### src/rtl/mbox_framer.sv
`timescale 1ns/1ps
module mbox_framer #(
  parameter int PLD_DEPTH = 8,
  parameter int TMO_CYC   = 5000000
) (
  input  logic                         clk,
  input  logic                         rst_n,
  input  logic                         pld_we,
  input  logic [$clog2(PLD_DEPTH)-1:0] pld_addr,
  input  logic [7:0]                   pld_wdata,
  input  logic                         start,
  input  logic [7:0]                   req_op,
  input  logic [7:0]                   req_mod,
  input  logic [15:0]                  req_len,
  input  logic                         rsp_en,
  input  logic [7:0]                   exp_op,
  input  logic [7:0]                   exp_mod,
  input  logic [15:0]                  exp_len,
  output logic                         busy,
  output logic                         done,
  output logic                         err,
  output logic [1:0]                   err_cause,
  output logic                         mb_wr,
  output logic [7:0]                   mb_wdata,
  input  logic                         mb_full,
  output logic                         mb_rd,
  input  logic [31:0]                  mb_rdata,
  input  logic                         mb_empty,
  output logic                         rsp_valid,
  output logic [7:0]                   rsp_data,
  input  logic                         rsp_ready
);
  localparam int AW = $clog2(PLD_DEPTH);
  localparam int TW = $clog2(TMO_CYC + 1);
  localparam logic [1:0] CAUSE_TMO = 2'd1;
  localparam logic [1:0] CAUSE_BAD = 2'd2;

  typedef enum logic [2:0] {S_IDLE, S_TXH, S_TXP, S_RXH, S_DRN, S_RXP, S_HOLD} st_t;

  st_t         st;
  logic [7:0]  pbuf [PLD_DEPTH];
  logic [7:0]  op_q, mod_q, eop_q, emod_q, h0, h1, h2;
  logic [15:0] len_q, elen_q, dlen, idx;
  logic        ren_q;
  logic [TW-1:0] wcnt;
  logic        tx_st, rx_st, blocked, expire, bad_hdr, unused_hi;
  logic [7:0]  rb;
  logic [15:0] decl;

  assign unused_hi = ^mb_rdata[31:8];
  assign rb        = mb_rdata[7:0];
  assign decl      = {h2, rb};
  assign bad_hdr   = (h0 != eop_q) || (h1 != emod_q) || (decl != elen_q);

  assign tx_st   = (st == S_TXH) || (st == S_TXP);
  assign rx_st   = (st == S_RXH) || (st == S_DRN) || (st == S_RXP);
  assign blocked = (tx_st && mb_full) || (rx_st && mb_empty);
  assign expire  = blocked && (wcnt == TW'(TMO_CYC - 1));
  assign mb_wr   = tx_st && !mb_full;
  assign mb_rd   = rx_st && !mb_empty;
  assign busy    = (st != S_IDLE);

  always_comb begin
    mb_wdata = pbuf[idx[AW-1:0]];
    if (st == S_TXH) begin
      case (idx[1:0])
        2'd0:    mb_wdata = op_q;
        2'd1:    mb_wdata = mod_q;
        2'd2:    mb_wdata = len_q[15:8];
        default: mb_wdata = len_q[7:0];
      endcase
    end
  end

  always_ff @(posedge clk) begin
    if (pld_we) pbuf[pld_addr] <= pld_wdata;
  end

  always_ff @(posedge clk or negedge rst_n) begin
    if (!rst_n) begin
      st        <= S_IDLE;
      done      <= 1'b0;
      err       <= 1'b0;
      err_cause <= 2'd0;
      rsp_valid <= 1'b0;
      rsp_data  <= 8'd0;
      idx       <= 16'd0;
      dlen      <= 16'd0;
      wcnt      <= '0;
      op_q      <= 8'd0;
      mod_q     <= 8'd0;
      len_q     <= 16'd0;
      ren_q     <= 1'b0;
      eop_q     <= 8'd0;
      emod_q    <= 8'd0;
      elen_q    <= 16'd0;
      h0        <= 8'd0;
      h1        <= 8'd0;
      h2        <= 8'd0;
    end else begin
      done <= 1'b0;
      err  <= 1'b0;
      wcnt <= blocked ? wcnt + 1'b1 : '0;
      if (expire) begin
        st        <= S_IDLE;
        err       <= 1'b1;
        err_cause <= CAUSE_TMO;
        rsp_valid <= 1'b0;
        wcnt      <= '0;
      end else begin
        case (st)
          S_IDLE: if (start) begin
            op_q   <= req_op;
            mod_q  <= req_mod;
            len_q  <= req_len;
            ren_q  <= rsp_en;
            eop_q  <= exp_op;
            emod_q <= exp_mod;
            elen_q <= exp_len;
            idx    <= 16'd0;
            st     <= S_TXH;
          end
          S_TXH, S_TXP: if (!mb_full) begin
            if ((st == S_TXH && idx == 16'd3 && len_q == 16'd0) ||
                (st == S_TXP && idx == len_q - 16'd1)) begin
              idx <= 16'd0;
              if (ren_q) st <= S_RXH;
              else begin
                st   <= S_IDLE;
                done <= 1'b1;
              end
            end else if (st == S_TXH && idx == 16'd3) begin
              idx <= 16'd0;
              st  <= S_TXP;
            end else begin
              idx <= idx + 16'd1;
            end
          end
          S_RXH: if (!mb_empty) begin
            case (idx[1:0])
              2'd0: h0 <= rb;
              2'd1: h1 <= rb;
              2'd2: h2 <= rb;
              default: ;
            endcase
            if (idx == 16'd3) begin
              idx <= 16'd0;
              if (bad_hdr) begin
                if (decl == 16'd0) begin
                  st        <= S_IDLE;
                  err       <= 1'b1;
                  err_cause <= CAUSE_BAD;
                end else begin
                  dlen <= decl;
                  st   <= S_DRN;
                end
              end else if (elen_q == 16'd0) begin
                st   <= S_IDLE;
                done <= 1'b1;
              end else begin
                st <= S_RXP;
              end
            end else begin
              idx <= idx + 16'd1;
            end
          end
          S_DRN: if (!mb_empty) begin
            if (idx == dlen - 16'd1) begin
              st        <= S_IDLE;
              err       <= 1'b1;
              err_cause <= CAUSE_BAD;
            end else begin
              idx <= idx + 16'd1;
            end
          end
          S_RXP: if (!mb_empty) begin
            rsp_data  <= rb;
            rsp_valid <= 1'b1;
            st        <= S_HOLD;
          end
          S_HOLD: if (rsp_ready) begin
            rsp_valid <= 1'b0;
            if (idx == elen_q - 16'd1) begin
              st   <= S_IDLE;
              done <= 1'b1;
            end else begin
              idx <= idx + 16'd1;
              st  <= S_RXP;
            end
          end
          default: st <= S_IDLE;
        endcase
      end
    end
  end
endmodule

### config.mk
export PLATFORM = sky130hd
export DESIGN_NAME = mbox_framer
export DESIGN_NICKNAME = d
export VERILOG_FILES = /design/src/rtl/mbox_framer.sv
export SDC_FILE = /design/constraint.sdc
export NUM_CORES = 1
export LEC_CHECK = 0
export ABC_AREA = 1
export BUFFER_PORTS_ARGS = -buffer_cell sky130_fd_sc_hd__buf_2
export CAP_MARGIN = 20
export CORE_MARGIN = 2
export CORE_UTILIZATION = 30
export CTS_CLUSTER_SIZE = 10
export DETAILED_ROUTE_END_ITERATION = 10
export SETUP_SLACK_MARGIN = 0.1
export SYNTH_ARGS = -nofsm -noshare
export SYNTH_HDL_FRONTEND = slang
export SYNTH_SLANG_ARGS = --single-unit
### constraint.sdc
create_clock -name clk -period 3.2 [get_ports clk]
set_clock_uncertainty 0.15 [all_clocks]
set_input_delay 0.8 -clock clk [delete_from_list [all_inputs] [get_ports clk]]
set_output_delay 0.8 -clock clk [all_outputs]
set_load 0.02 [all_outputs]
=== Yosys cells after proc, flatten, opt, wreduce, memory -nomap -nowiden ===
Memory sizes are Yosys's and may differ from the RTL's.
Cells that the tools add are included.
Widths: inputs -> output; s select.

* Register bits after elaboration: 160
* Latch bits: 0
* Memory bits (writable): 64
* Bits in read-only memories: 0
* Bits of input ports: 115
* Output and inout bits: 24
* Logic and storage cells: 164
* Memories: 1

{| class="wikitable"
|+ Memory list
! name !! words !! width !! rd ports !! clocked after memory_dff !! write ports !! line !! text
|-
| pbuf || 8 || 8 || 1 || 0 || 1 || 41 || <nowiki>logic [7:0] pbuf [PLD_DEPTH];</nowiki>
|}

* Add/subtract/negate cells: 5
* Multipliers: 0
* Div/mod/pow operators: 0
* Order comparisons: 0
* Eq/ne operators: 34
* Shift operators: 0
* Multiplexer cells: 65
* Bitwise logic cells: 3
* Reductions and logical operators: 37

{| class="wikitable"
|+ Operators with widths
! kind !! number
|-
| $mux 16 || 10
|-
| $pmux 16 s5 || 1
|-
| $eq 16x16->1 || 3
|-
| $logic_not 16->1 || 3
|-
| $sub 16x1->16 const B || 3
|-
| $mux 23 || 2
|-
| $mux 3 || 15
|-
| $pmux 8 s3 || 1
|-
| $add 23x1->23 const B || 1
|-
| $eq 23x23->1 const B || 1
|-
| $mux 1 || 22
|-
| $ne 3x3->1 const B || 7
|-
| $pmux 3 s6 || 1
|-
| $reduce_and 9->1 || 2
|-
| $add 16x1->16 const B || 1
|-
| $eq 16x2->1 const B || 1
|-
| $mux 2 || 8
|-
| $ne 16x16->1 || 1
|-
| $ne 8x8->1 || 2
|-
| $ne 2x2->1 const B || 7
|-
| $reduce_and 4->1 || 3
|-
| $eq 3x3->1 const B || 3
|-
| $ne 3x2->1 const B || 3
|-
| $reduce_and 3->1 || 3
|-
| 20 further kinds || 40
|}

=== Logic depth before layout (Yosys ltp) ===
* Word-level depth: 8
* Gate-level depth with buffers: 19
* Mapped depth without buffers: 19

=== Worst setup path before layout ===
No wires, ideal clock.

* Path type: register to output
* Start point: reg idx[1]
* End point: out mb_wdata[7]
* Arrival time: 1.938 ns
* Required time: 2.250 ns
* Setup slack: 0.312 ns
* Cell stages (with the launch flop): 9
* Path buffers: 2
* Cells stage by stage: dfrtp_1 inv_1 clkbuf_1 ha_1 clkbuf_1 nand2_1 nand2_1 a221oi_1 o21ai_0

* Cells in the longest elaborated chain, start to end: 3
* Elaborated cells between the ends (all ways): 6
* Classes of those cells: eq/ne: 2; mux: 2; reduce/logical: 1; memory: 1

{| class="wikitable"
|+ RTL lines
! what !! line !! text
|-
| from (decl) || 43 || <nowiki>logic [15:0] len_q, elen_q, dlen, idx;</nowiki>
|-
| from (signal assigned) || 136 || <nowiki>idx <= idx + 16'd1;</nowiki>
|-
| from (signal assigned) || 164 || <nowiki>idx <= idx + 16'd1;</nowiki>
|-
| from (signal assigned) || 173 || <nowiki>idx <= idx + 16'd1;</nowiki>
|-
| $eq 2x2->1 (tied with other cells) || 66 || <nowiki>case (idx[1:0])</nowiki>
|-
| $pmux 8 s3 || 66 ||
|-
| $mux 8 (*) || 65 || <nowiki>if (st == S_TXH) begin</nowiki>
|-
| to (decl) || 24 || <nowiki>output logic [7:0] mb_wdata,</nowiki>
|}

Mark *: on every way between the ends. The rest lies on a longest branch, timed or not.

=== Worst setup path in the final report ===
* Start point: reg idx[0]
* End point: out mb_wdata[5]

Same word-level chain as after synthesis.

==> reports/qor.yml <==
status: "finished clean"
fin_ws_ps: 98.3
hold-worst-slack_ps: 84.7
clk_pin_slew_ps: 60
min_path_type: "input port to asynchronous set/reset pin"
synth_fa_ha_area_share_pct: 0.869
slew_viol_final: 0
htree_levels: 1
synthMuxAreaShare_pct: 3.48
overflow: 0
ys_seq_elements: 224
synth-main-ff-cell: "dfrtp_1"
grt_pass1_vias: 11378
min_period_ps: 3100
drtPass1Iterations: 5
grt_first_pass_wirelength_um: 62700
hpwl_um: 29300
power.density_nw_per_um2: 842
core_area_um2: 42900
fin_tns_setup_ps: 0
drive_gt1_share_pct: 16.2
syn-instance-count: 1647
worstPathRequired_ps: 2250
grt_antenna_before_repair: 0
synth_compound_area_share_pct: 9.42
yosysTopAreaCell: "dfrtp_1"
pre_cts_ws_ps: 334
worst-path-max-fanout: 7
dieArea_um2: 44900
syn_area_um2: 13000
final_core_util_pct: 36.0
syn_nets: 1771
synth_most_common_cell: "nand2_1"
dr_wl_met3_um: 2390
io_pins: 139
die_h_um: 212
core.rowCount: 76
gp_congestion: 0.885
p_total_mw: 13.0
yosys-top-cells-area: "dfrtp_1 (31%), edfxtp_1 (15%), nand2_1 (12%), nor2_1 (6.7%), o21ai_0 (5.2%)"
critPathSlowestCell: "dfrtp_2"
end_kind: "output port"
rsz0062_at_grt: "true"
max_freq_mhz: 322
clkSinkCount: 224
wirelength_um: 39800
routed-wl-met2_um: 18800
synth.distinct_cells: 46
grt_max_degree: 61
num_vias: 11686
cp_slowest_stage_delay_ps: 480
wl_per_cell_um: 16.7
initial_core_util_pct: 30.2
nNetsFinal: 1911
period_share_pct: 96.9
diodes: 0
yosys.area_share.simple_pct: 28.3
grt_util_all_layers_pct: 17.8
hold_violations: 0
synth-edff-count: 64
synth_top_area_share_pct: 30.9
syn_area_per_cell_um2: 7.87
maxCapViolations: 0
p_leak_nw: 7.06
met1Wirelength_um: 17400
cts_buffer_depth: 3
insertion_delay_ps: 560
yosys-top-cells-count: "nand2_1 (398), nor2_1 (230), inv_1 (170)"
nFillCells: 4425
path_cells: "inv_6 -> ha_2 -> buf_4 -> a221oi_1 -> o21ai_1 -> buf_2"
tightest_slew_ps: 767
cts-root-buf: "clkbuf_16"
synth_xor_area_share_pct: 5.00
yosys_warnings: 0
synth_top_family_by_area: "simple AND/OR/NAND/NOR gates"
cts_tree: "built"
top_layer: "met4"
async_flop_share_pct: 71.4
start_kind: "flip-flop"
irDropWorstVdd_v: 0.000643
die_w_um: 212
crit_type: "flip-flop to output port"
first_iter_violations: 809
ant_nets: 0
areaGrowthSynthToFinish_pct: 19.2
cp_data_arrival_time_ps: 2150
vias_per_cell: 4.89
port_buffers: 114
drc: 0
maxSlewHeadroom_pct: 48.7
finalSetupViolCount: 0
ys_seq_area_share_pct: 45.7
numCtsBuffers: 28
-- cell type report --
cell class              count  area (um2)  share of cell area (%)
repair buffers            165        1060                    6.86
well taps                 585         732                    4.74
clock inverters             6        80.1                   0.518
inverters                 175         668                    4.32
repair inverters            1        7.51                  0.0486
clock buffers              41         791                    5.12
flip-flops and latches    224        5930                    38.4
multi-input cells        1192        6180                    40.0
-- state kept, by name, summed over array words and instances (netlist names), 3 cells and up --
signal    count
elen_q       16
idx          16
wcnt         23
mod_q         8
pbuf         64
rsp_data      8
op_q          8
st            3
h0            8
emod_q        8
h1            8
dlen         16
h2            8
eop_q         8
len_q        16
-- layout by cell type, fill, tap and decap left out, types with 39 or more instances in the layout --
master,n
xor2_1,42
inv_1,166
buf_4,49
nand2_1,397
nand3_1,99
a21oi_1,39
o21ai_0,111
edfxtp_1,64
mux2_2,40
nand4_1,46
nor2_1,230
buf_2,108
dfrtp_1,158
-- routing by layer --
metal,up-vias,GRT usage (%)
li1,5689,-
met1,5534,23.5
met2,386,30.1
met3,77,2.57
met4,0,5.97
met5,-,0
-- power breakdown --
group | switching, mW | total, mW | internal, mW
clock | 1.20 | 3.05 | 1.85
sequential | 0.855 | 4.56 | 3.70
combinational | 3.31 | 5.40 | 2.09
-- stage by stage --
step / instances / instance area (um2)
after floorplan: 1647 / 13000
final: 2389 / 15400
after global routing: 2389 / 15400
after global placement: 2331 / 14300
after CTS: 2384 / 15400
after detailed placement: 2331 / 14300
-- cells by family (layout without fill, tap and decap cells) --
| logic type | after synthesis | in the layout |
|---|---|---|
| and+or+nand+nor | 849 | 849 |
| muxes | 40 | 40 |
| DFF | 224 | 224 |
| xor gates and xnor gates | 74 | 74 |
| adders and majority gates | 9 | 9 |
| AOI/OAI and AO/OA | 220 | 220 |
| buffers and inverters | 231 | 388 |
-- critical path, delay by kind of cell, from the launching register on --
kind	cells	cell delay (ps)
adder cells (fa/ha/maj)	1	230
AO/OA/AOI/OAI	2	440
buffers and inverters	3	450
flip-flops	1	480
-- what timing repair did --
action	CTS	global route
pin swaps	4	3
cloned	1	1
endpoints found under the hold margin	0	0
setup buffers	5	4
hold buffers	0	0
setup endpoints to repair	9	37
gates resized for setup	48	16
-- worst paths after layout --
path | end | depth (start not counted) | startpoint | slack, ps
max | mb_wdata[5] | 6 | idx[0]$_DFFE_PN0P_ | 100
min | rsp_data[1]$_DFFE_PN0P_ | 1 | rst_n | 80
max reg2reg | idx[14]$_DFFE_PN0P_ | 16 | elen_q[0]$_DFFE_PN0P_ | 350
min reg2reg | err_cause[0]$_DFFE_PN0P_ | 2 | err_cause[0]$_DFFE_PN0P_ | 320
max in group asynchronous | dlen[1]$_DFFE_PN0P_ | 2 | rst_n | 1970
min in group clk | mod_q[6]$_DFFE_PN0P_ | 2 | req_mod[6] | 320
Note: power is estimated with default switching activity, not from simulation.
